$ cat src/rtl/tick_irq_gen.sv
module tick_irq_gen #(
  parameter int SEC_W = 15,
  parameter int PRE_W = 7
) (
  input  logic       clk,
  input  logic       rst_n,
  input  logic [2:0] base_sel,
  input  logic [3:0] rate,
  input  logic       sqw_en,
  input  logic       pie,
  input  logic       aie,
  input  logic       uie,
  input  logic       alarm_evt,
  input  logic       update_evt,
  input  logic       flag_rd,
  input  logic       ckout_full,
  output logic [3:0] rd_data,
  output logic       irq_n,
  output logic       sqw,
  output logic       one_sec,
  output logic       ckout
);

  logic [PRE_W-1:0] pre, lim;
  logic [SEC_W-1:0] cnt, mask;
  logic [4:0]       k;
  logic [1:0]       ck4;
  logic run, pre_msb, en_unit, src, pevt, pf, af, uf, irq;

  always_comb begin
    run     = 1'b1;
    lim     = '0;
    pre_msb = 1'b0;
    case (base_sel)
      3'd0: begin
        lim     = {PRE_W{1'b1}};
        pre_msb = pre[PRE_W-1];
      end
      3'd1: begin
        lim     = {2'b00, {(PRE_W-2){1'b1}}};
        pre_msb = pre[PRE_W-3];
      end
      3'd2: ;
      default: run = 1'b0;
    endcase
  end

  always_comb begin
    if (rate == 4'd0)
      k = 5'd0;
    else if (rate >= 4'd3 || base_sel != 3'd2)
      k = 5'(rate) - 5'd1;
    else
      k = 5'(rate) + 5'd6;
    mask = (SEC_W'(1) << k) - SEC_W'(1);
    src  = (k == 5'd0) ? pre_msb : |(cnt & (SEC_W'(1) << 5'(k - 5'd1)));
  end

  assign en_unit = run && (pre == lim);
  assign pevt    = en_unit && (rate != 4'd0) && ((cnt & mask) == mask);

  always_ff @(posedge clk) begin
    if (!rst_n || !run) begin
      pre <= '0;
      cnt <= '0;
    end else if (en_unit) begin
      pre <= '0;
      cnt <= cnt + SEC_W'(1);
    end else begin
      pre <= pre + PRE_W'(1);
    end
  end

  always_ff @(posedge clk) begin
    if (!rst_n) begin
      one_sec <= 1'b0;
      pf      <= 1'b0;
      af      <= 1'b0;
      uf      <= 1'b0;
      ck4     <= 2'd0;
    end else begin
      one_sec <= en_unit && (&cnt);
      pf      <= pevt       | (pf & ~flag_rd);
      af      <= alarm_evt  | (af & ~flag_rd);
      uf      <= update_evt | (uf & ~flag_rd);
      ck4     <= ck4 + 2'd1;
    end
  end

  assign irq     = (pf & pie) | (af & aie) | (uf & uie);
  assign irq_n   = ~irq;
  assign rd_data = {irq, pf, af, uf};
  assign sqw     = sqw_en && run && (rate != 4'd0) && src;
  assign ckout   = ckout_full ? clk : ck4[1];

  assert_sec_pulse_R2: assert property (@(posedge clk) disable iff (!rst_n)
    one_sec |=> !one_sec);
  assert_no_rate_R3: assert property (@(posedge clk) disable iff (!rst_n)
    (rate == 4'd0) && flag_rd |=> !rd_data[2]);
  assert_alarm_set_R6: assert property (@(posedge clk) disable iff (!rst_n)
    alarm_evt |=> rd_data[1]);
  assert_irq_src_R7: assert property (@(posedge clk) disable iff (!rst_n)
    !irq_n |-> (rd_data[2:0] != 3'b000));
  assert_rd_clear_R8: assert property (@(posedge clk) disable iff (!rst_n)
    flag_rd && !alarm_evt && !update_evt |=> (rd_data[1:0] == 2'b00));
  assert_stop_R1: assert property (@(posedge clk) disable iff (!rst_n)
    (base_sel > 3'd2) |-> !sqw);

endmodule

$ cat config.mk
export PLATFORM = sky130hd
export DESIGN_NAME = tick_irq_gen
export DESIGN_NICKNAME = d
export VERILOG_FILES = /design/src/rtl/tick_irq_gen.sv
export SDC_FILE = /design/constraint.sdc
export NUM_CORES = 1
export LEC_CHECK = 0
export ABC_AREA = 1
export BUFFER_PORTS_ARGS = -buffer_cell sky130_fd_sc_hd__buf_2
export CORE_MARGIN = 2
export CORE_UTILIZATION = 55
export CTS_BUF_LIST = sky130_fd_sc_hd__clkbuf_2
export DETAILED_ROUTE_END_ITERATION = 16
export HOLD_SLACK_MARGIN = 0.08
export PLACE_DENSITY = 0.87
export RECOVER_POWER = 50
export SETUP_SLACK_MARGIN = 0.05
export SKIP_LAST_GASP = 1
export SLEW_MARGIN = 0
export SYNTH_ARGS = -nofsm -noshare
export SYNTH_HDL_FRONTEND = slang
export SYNTH_SLANG_ARGS = --single-unit
$ cat constraint.sdc
create_clock -name clk -period 2.9 [get_ports clk]
set_clock_uncertainty 0.05 [all_clocks]
set_input_delay 0.435 -clock clk [delete_from_list [all_inputs] [get_ports clk]]
set_output_delay 0.435 -clock clk [all_outputs]
set_load 0.02 [all_outputs]
## Yosys cells after proc, flatten, opt, wreduce, memory -nomap -nowiden

Index checks and enable logic that the tools add are counted.

| word-level totals | value |
|---|---|
| flip-flop bits (word level) | 28 |
| word-level logic and storage cells | 63 |

| cells by class | value |
|---|---|
| order comparisons | 1 |
| add/subtract/negate cells | 7 |
| equal/unequal tests | 5 |
| shift-type cells | 2 |
| mux-type cells | 7 |
| reduce and logical (&&, ||, !) cells | 19 |
| bitwise logic cells | 15 |

Operator list:

| cell | number |
|---|---|
| bitwise AND 15 bit | 2 |
| << shifter 1 x 5 -> 15 bit, first input constant | 2 |
| adder 15 x 1 -> 15 bit, second input constant | 1 |
| equality test 15 bit | 1 |
| AND reduction 15 bit | 1 |
| OR reduction 15 bit | 1 |
| subtractor 15 x 2 -> 15 bit, second input constant | 1 |
| case mux 7 bit (2 select lines) | 1 |
| 2-to-1 mux 5 bit | 2 |
| adder 7 x 1 -> 7 bit, second input constant | 1 |
| equality test 7 bit | 1 |
| logical AND 1 bit | 7 |
| bitwise AND 1 bit | 6 |
| adder 4 x 3 -> 5 bit, second input constant | 1 |
| zero test 5 bit | 1 |
| OR 1 bit | 5 |
| subtractor 4 x 1 -> 5 bit, second input constant | 1 |
| subtractor 5 x 1 -> 5 bit, second input constant | 1 |
| greater-or-equal comparator 4 x 2 -> 1 bit, second input constant | 1 |
| zero test 4 bit | 1 |
| nonzero test 4 bit | 1 |
| equality test 3 x 1 -> 1 bit, second input constant | 1 |
| equality test 3 x 2 -> 1 bit, second input constant | 1 |
| zero test 3 bit | 1 |
| 9 further kinds | 14 |

## Logic depth before layout (Yosys ltp)

Gate-level depths: netlist (run 1).

| logic depth | value |
|---|---|
| depth in word-level cells | 10 |
| mapped depth | 22 |
| gate-level depth less buffers | 22 |

==> results of run 1 <==
## kinds of logic (layout without fill, tap and decap cells)
| family | Yosys count | after routing | share of synthesized area (%) |
|---|---|---|---|
| xor gates and xnor gates | 14 | 14 | 5.40 |
| DFF | 28 | 28 | 24.7 |
| buffers and inverters | 58 | 101 | 10.4 |
| AOI/OAI and AO/OA | 36 | 36 | 8.76 |
| and+or+nand+nor | 203 | 203 | 45.9 |
| muxes | 1 | 1 | 0.496 |
| adders and majority gates | 8 | 8 | 4.41 |
## routing by layer
| metal | part of all wire (%) | GRT usage [%] | up-vias |
|---|---|---|---|
| li1 | - | - | 1220 |
| met3 | 5.7 | 3.29 | 29 |
| met5 | 0 | 0 | - |
| met4 | 2.9 | 12.0 | 0 |
| met1 | 42 | 30.4 | 1129 |
| met2 | 49 | 43.6 | 105 |
## worst paths after layout
path	start	end	slack, ns
setup / recovery	rate[2]	sqw	0.07
setup reg to reg	pre[0]	pf	0.58
hold reg to reg	ck4[0]	ck4[0]	0.40
hold / removal	alarm_evt	af	0.09
## layout by cell type, fill, tap and decap left out, drive strengths merged
cell type / n
bufinv: 1
buf: 36
xor2: 12
xnor2: 2
dlygate4sd3: 1
nor2: 55
dfxtp: 28
nor3: 12
or2: 2
mux2: 1
nand3: 32
nand2: 83
o311ai: 2
nand4: 15
inv: 52
o21ai: 12
nor3b: 2
a211oi: 2
clkbuf: 11
o21a: 1
ha: 8
nor4: 2
a21oi: 19
## area by class of cell
cell class	count	share of cell area, %
sequential	28	20.1
tap	50	2.24
multi-input combinational	262	58.3
timing repair buffer	41	9.77
inverter	52	7.26
clock inverter	1	1.08
clock buffer	7	1.26
## power by group through the flow
stage          combinational, mW  clock [mW]  sequential, mW
5_1_grt                    0.339       0.330           0.401
3_3_place_gp               0.243      0.0257           0.406
3_5_place_dp               0.246      0.0257           0.407
6_report                   0.314       0.307           0.400
4_1_cts                    0.248       0.310           0.400
2_1_floorplan              0.182      0.0197           0.405
## synth_stat cells, drive strengths merged
| cell | number | share of area [%] |
|---|---|---|
| xnor2 | 2 | 0.77 |
| nand4 | 15 | 5.1 |
| nor2 | 55 | 11 |
| inv | 52 | 8.6 |
| dfxtp | 28 | 25 |
| mux2 | 1 | 0.50 |
| a21oi | 19 | 4.2 |
| ha | 8 | 4.4 |
| nor4 | 2 | 0.55 |
| clkbuf | 1 | 0.17 |
| nand2 | 83 | 14 |
| nor3 | 12 | 3.4 |
| xor2 | 12 | 4.6 |
| o21a | 1 | 0.33 |
| o21ai | 12 | 2.8 |
| or2 | 2 | 0.55 |
| o311ai | 2 | 0.77 |
| a211oi | 2 | 0.66 |
| nor3b | 2 | 0.66 |
| buf | 5 | 1.7 |
| nand3 | 32 | 9.8 |
## timing repair
item                                    in CTS  in global routing
hold buffers                                 0                  1
pin swaps                                    0                 20
endpoints found under the setup margin       1                  1
resized for setup                            1                 50
hold endpoints to repair                     0                  1
buffers inserted                             0                 10
## worst register-to-register path: cells and delay by family, from the launching register on
family          cells  cell delay, ns
compound gates      2            0.50
flops               1            0.47
simple gates       11            1.23
buf+inv             1            0.07
## flip-flops by register name, summed over array words and instances (netlist names)
name / cells
ck4: 2
uf: 1
cnt: 15
pf: 1
one_sec: 1
af: 1
pre: 7
==> summary.txt, run 1 <==
Fin Setup TNS = 0 ns
Row count = 23
Post-Syn Instances = 348
Placed cell area = 0.00247 sq mm
Required time of the worst setup path = 2.41 ns
RSZ-0062 raised after global routing = true
Post-layout util = 69.8%
Final net count = 417
Final setup fails = 0
First-pass GRT wire length = 8980 um
Status = completed
VDD IR max = 361 uV
Global route overflow = 0
Fin. max-slew vios = 0
Final hold violations = 0
Setup slack after layout = 0.0679 ns
CTS tree = yes
IO Count = 25
Reg power frac = 39.2%
Drt drc = 0
Pwr dens = 366 mW/mm^2
Dpl cells = 423
Final hold slack = 0.0946 ns
DR vias/cell = 5.63
Critical-path cell list = buf_2 -> inv_2 -> ha_1 -> nand2_1 -> nand2_1 -> nand2_1 -> nand2_1 -> nand2_2 -> nand3_4 -> inv_6 -> nand2_1 -> nand2_1 -> o311ai_2 -> a21oi_1 -> nand2_1 -> nor2_1 -> nor2_1 -> buf_4
Crit-path slowest cell = ha_1
Diode count = 0
Total Routing Usage GR = 25.1%
Critical path depth = 18
Vias in the first global route = 2147
Worst path top cell family by delay = simple AND/OR/NAND/NOR gates
Total iterations of the first detailed-routing run = 7
CP arrival = 2.35 ns
Die Span Y = 68.3 um
DRT Wirelength = 6060 um
Switching pwr = 0.352 mW
Non-Filler Instances = 441
Setup crit end kind = primary output
Critical path class = in2out
Net Sw Frac = 34.5%
Hold path cells = 3
Detailed Place HPWL = 4140 um
CP peak stage delay = 0.19 ns
Worst Reg-to-Reg Cells = 14
Clock power frac = 30.1%
Die X = 68.3 um
Initial antenna violation count = 0
Routed len/inst = 13.7 um
Clock latency at the later pin of the worst-skew pair = 0.46 ns
Port buffer count = 24
Worst-Margin Slew = 0.445 ns
Syn Area/Cell = 6.53 sq um
Multi-input logic area = 0.00163 sq mm
GP Congestion = 1.09
Register area = 561 sq um
Post-synth net total = 373
Layout area overhead = 22.9%
Filler cells = 294
Placeable Area = 0.00400 sq mm
Warnings from Yosys = 0
Fmax = 0.353 GHz
Starting density of the core = 56.8%
Maximum number of pins on one net before global-route repair = 17
Die area = 0.00466 sq mm
Vias post-DR = 2483
Total chip power = 1.02 mW
Slew HR = 70.0%
Register area share after synthesis = 24.7%
Post-route ant nets = 0
Final period util = 97.7%
Leakage power = 1.25 nW
Max_cap viols = 0
Yosys reg bits = 28
Cell Area, Synth = 0.00227 sq mm
Clock Pin Slew Worst Setup and Hold Paths = 0.27 ns
Pint = 0.668 mW
Layout cells sized above 1 = 26.1%
DRT iter0 DRCs = 322
Critical Path Fanout Max = 8
CP dominant cell by count = nand2_1
Worst path bufs/invs = 4
Startpoint class of the critical path = primary input
HP Class = in2reg
Pre-CTS WS = -0.0894 ns
Comb power frac = 30.8%
Min Tclk post-route = 2.83 ns
Unique masters post-synth = 35
Area of all placed cells without fillers = 0.00279 sq mm
(Power assumes the default switching activity.)
==> run 2, diff against run 1 <==
==> constraint.sdc (replaced) <==
create_clock -name clk -period 3.15 [get_ports clk]
set_clock_uncertainty 0.05 [all_clocks]
set_input_delay 0.4725 -clock clk [delete_from_list [all_inputs] [get_ports clk]]
set_output_delay 0.4725 -clock clk [all_outputs]
set_load 0.02 [all_outputs]
==> summary.txt, run 2 (synthesized netlist as in run 1, its figures left out) <==
Status = completed (unchanged)
Post-route ant nets = 0 (unchanged)
Final setup fails = 0 (unchanged)
DRT iter0 DRCs = 183 (was 322)
DRT Wirelength = 5520 um (was 6060 um)
Routed len/inst = 12.7 um (was 13.7 um)
Diode count = 0 (unchanged)
Worst path bufs/invs = 4 (unchanged)
Initial antenna violation count = 0 (unchanged)
Die Span Y = 68.3 um (unchanged)
Startpoint class of the critical path = primary input (unchanged)
Clock Pin Slew Worst Setup and Hold Paths = 0.24 ns (was 0.27 ns)
Port buffer count = 24 (unchanged)
Area of all placed cells without fillers = 0.00259 sq mm (was 0.00279 sq mm)
Detailed Place HPWL = 4140 um (about the same)
Max_cap viols = 0 (unchanged)
Die area = 0.00466 sq mm (unchanged)
Die X = 68.3 um (unchanged)
Vias in the first global route = 2014 (was 2147)
Maximum number of pins on one net before global-route repair = 16 (was 17)
Worst path top cell family by delay = simple AND/OR/NAND/NOR gates (unchanged)
IO Count = 25 (unchanged)
Dpl cells = 416 (was 423)
Final net count = 410 (was 417)
Crit-path slowest cell = o311ai_0 (was ha_1)
Non-Filler Instances = 434 (was 441)
CTS hold repair buffers = 0 (unchanged)
DR vias/cell = 5.37 (was 5.63)
Slew HR = 68.8% (was 70.0%)
Worst-Margin Slew = 0.464 ns (was 0.445 ns)
Drt drc = 0 (unchanged)
Min Tclk post-route = 3.09 ns
Layout cells sized above 1 = 21.1% (was 26.1%)
Critical Path Fanout Max = 5 (was 8)
Final hold violations = 0 (unchanged)
Final period util = 98.0%
Row count = 23 (unchanged)
Placed cell area = 0.00241 sq mm (was 0.00247 sq mm)
Fmax = 0.324 GHz
Setup crit end kind = primary output (unchanged)
Max FFs per register = 15 (unchanged)
Setup slack after layout = 0.0631 ns (was 0.0679 ns)
Biggest regs = cnt x15, pre x7, ck4 x2 (unchanged)
CTS tree = yes (unchanged)
Reg with most FFs = cnt (unchanged)
Critical-path cell list = buf_2 -> ha_1 -> nor2_4 -> nand3_4 -> nand2_2 -> inv_1 -> nor2_4 -> buf_4 -> nand2_1 -> o311ai_0 -> nand2_1 -> nand2_1 -> nor2_2 -> nor2_1 -> buf_2 (was buf_2 -> inv_2 -> ha_1 -> nand2_1 -> nand2_1 -> nand2_1 -> nand2_1 -> nand2_2 -> nand3_4 -> inv_6 -> nand2_1 -> nand2_1 -> o311ai_2 -> a21oi_1 -> nand2_1 -> nor2_1 -> nor2_1 -> buf_4)
Pre-CTS WS = 0.0480 ns (was -0.0894 ns)
Starting density of the core = 56.8% (unchanged)
Vias post-DR = 2329 (was 2483)
GP Congestion = 1.02 (was 1.09)
Critical path class = in2out (unchanged)
Leakage power = 1.18 nW (was 1.25 nW)
First-pass GRT wire length = 8740 um (was 8980 um)
Fin Setup TNS = 0 ns (unchanged)
Fin. max-slew vios = 0 (unchanged)
Total iterations of the first detailed-routing run = 4 (was 7)
CP dominant cell by count = nand2_1 (unchanged)
Required time of the worst setup path = 2.63 ns (was 2.41 ns)
VDD IR max = 350 uV (was 361 uV)
CP peak stage delay = 0.40 ns (was 0.19 ns)
Clock latency at the later pin of the worst-skew pair = 0.46 ns (about the same)
Global route overflow = 0 (unchanged)
Total Routing Usage GR = 24.6% (was 25.1%)
Final hold slack = 0.169 ns (was 0.0946 ns)
Placeable Area = 0.00400 sq mm (unchanged)
Most frequent cells in the layout = nand2_1, inv_1, nor2_1 (unchanged)
Layout area overhead = 14.2% (was 22.9%)
Leading cell type in the layout, fill and taps excluded = nand2_1 (unchanged)
CP arrival = 2.56 ns (was 2.35 ns)
HP Class = in2reg (unchanged)
Pwr dens = 314 mW/mm^2 (was 366 mW/mm^2)
run 2: cell types whose count changed in the layout (fill, tap and decap cells not counted), sizes merged:
cell         previous run  this run
buf                    36        29
bufinv                  1         0
clkbuf                 11        12
clkinv                  0         1
dlygate4sd3             1         0
run 2: routing by layer:
metal | GRT usage [%] | vias to the layer above | routed length, um
li1 | - | 1204 | -
met5 | 0 | - | 0
met3 | 2.47 | 18 | 294
met2 | 40.4 | 75 | 2660
met4 | 10.5 | 0 | 127
met1 | 32.7 | 1032 | 2450
run 2: layout make-up:
cell class                      count  area [sq um]
Sequential cell                    28           561
Inverter                           52           198
Clock inverter                      1          3.75
Multi-Input combinational cell    262          1550
Timing Repair Buffer               34           190
Tap cell                           50          62.6
Clock buffer                        7          35.0
Fill cell                         361          1410
run 2: power breakdown:
group	switching, mW	leakage [nW]	internal (mW)
clock	0.130	0.0354	0.0637
combinational	0.161	0.918	0.0927
sequential	0.00569	0.227	0.362
run 2: tightest hold or removal path: stages:
cell and delay, ns:
buf_2 0.07, a21oi_1 0.03, nor2_1 0.07
run 2: timing repair:
| action | CTS | global route |
|---|---|---|
| resized for setup | 0 | 21 |
| endpoints found under the setup margin | 0 | 1 |
| buffers inserted | 0 | 11 |
run 2: worst paths after layout:
check                               start     end  slack (ns)  cells past startpoint
worst max register to register     pre[6]      pf        0.99                     14
worst max-delay path              rate[0]     sqw        0.06                     15
worst min-delay path            alarm_evt      af        0.17                      3
worst min register to register     ck4[0]  ck4[0]        0.41                      1
run 2: stage by stage:
stage	utilization (%)	total power [mW]
final	64.9	0.815
after CTS	61.2	0.781
after detailed placement	60.3	0.612
after global placement	60.3	0.611
after floorplan	-	0.559
after global routing	64.9	0.860
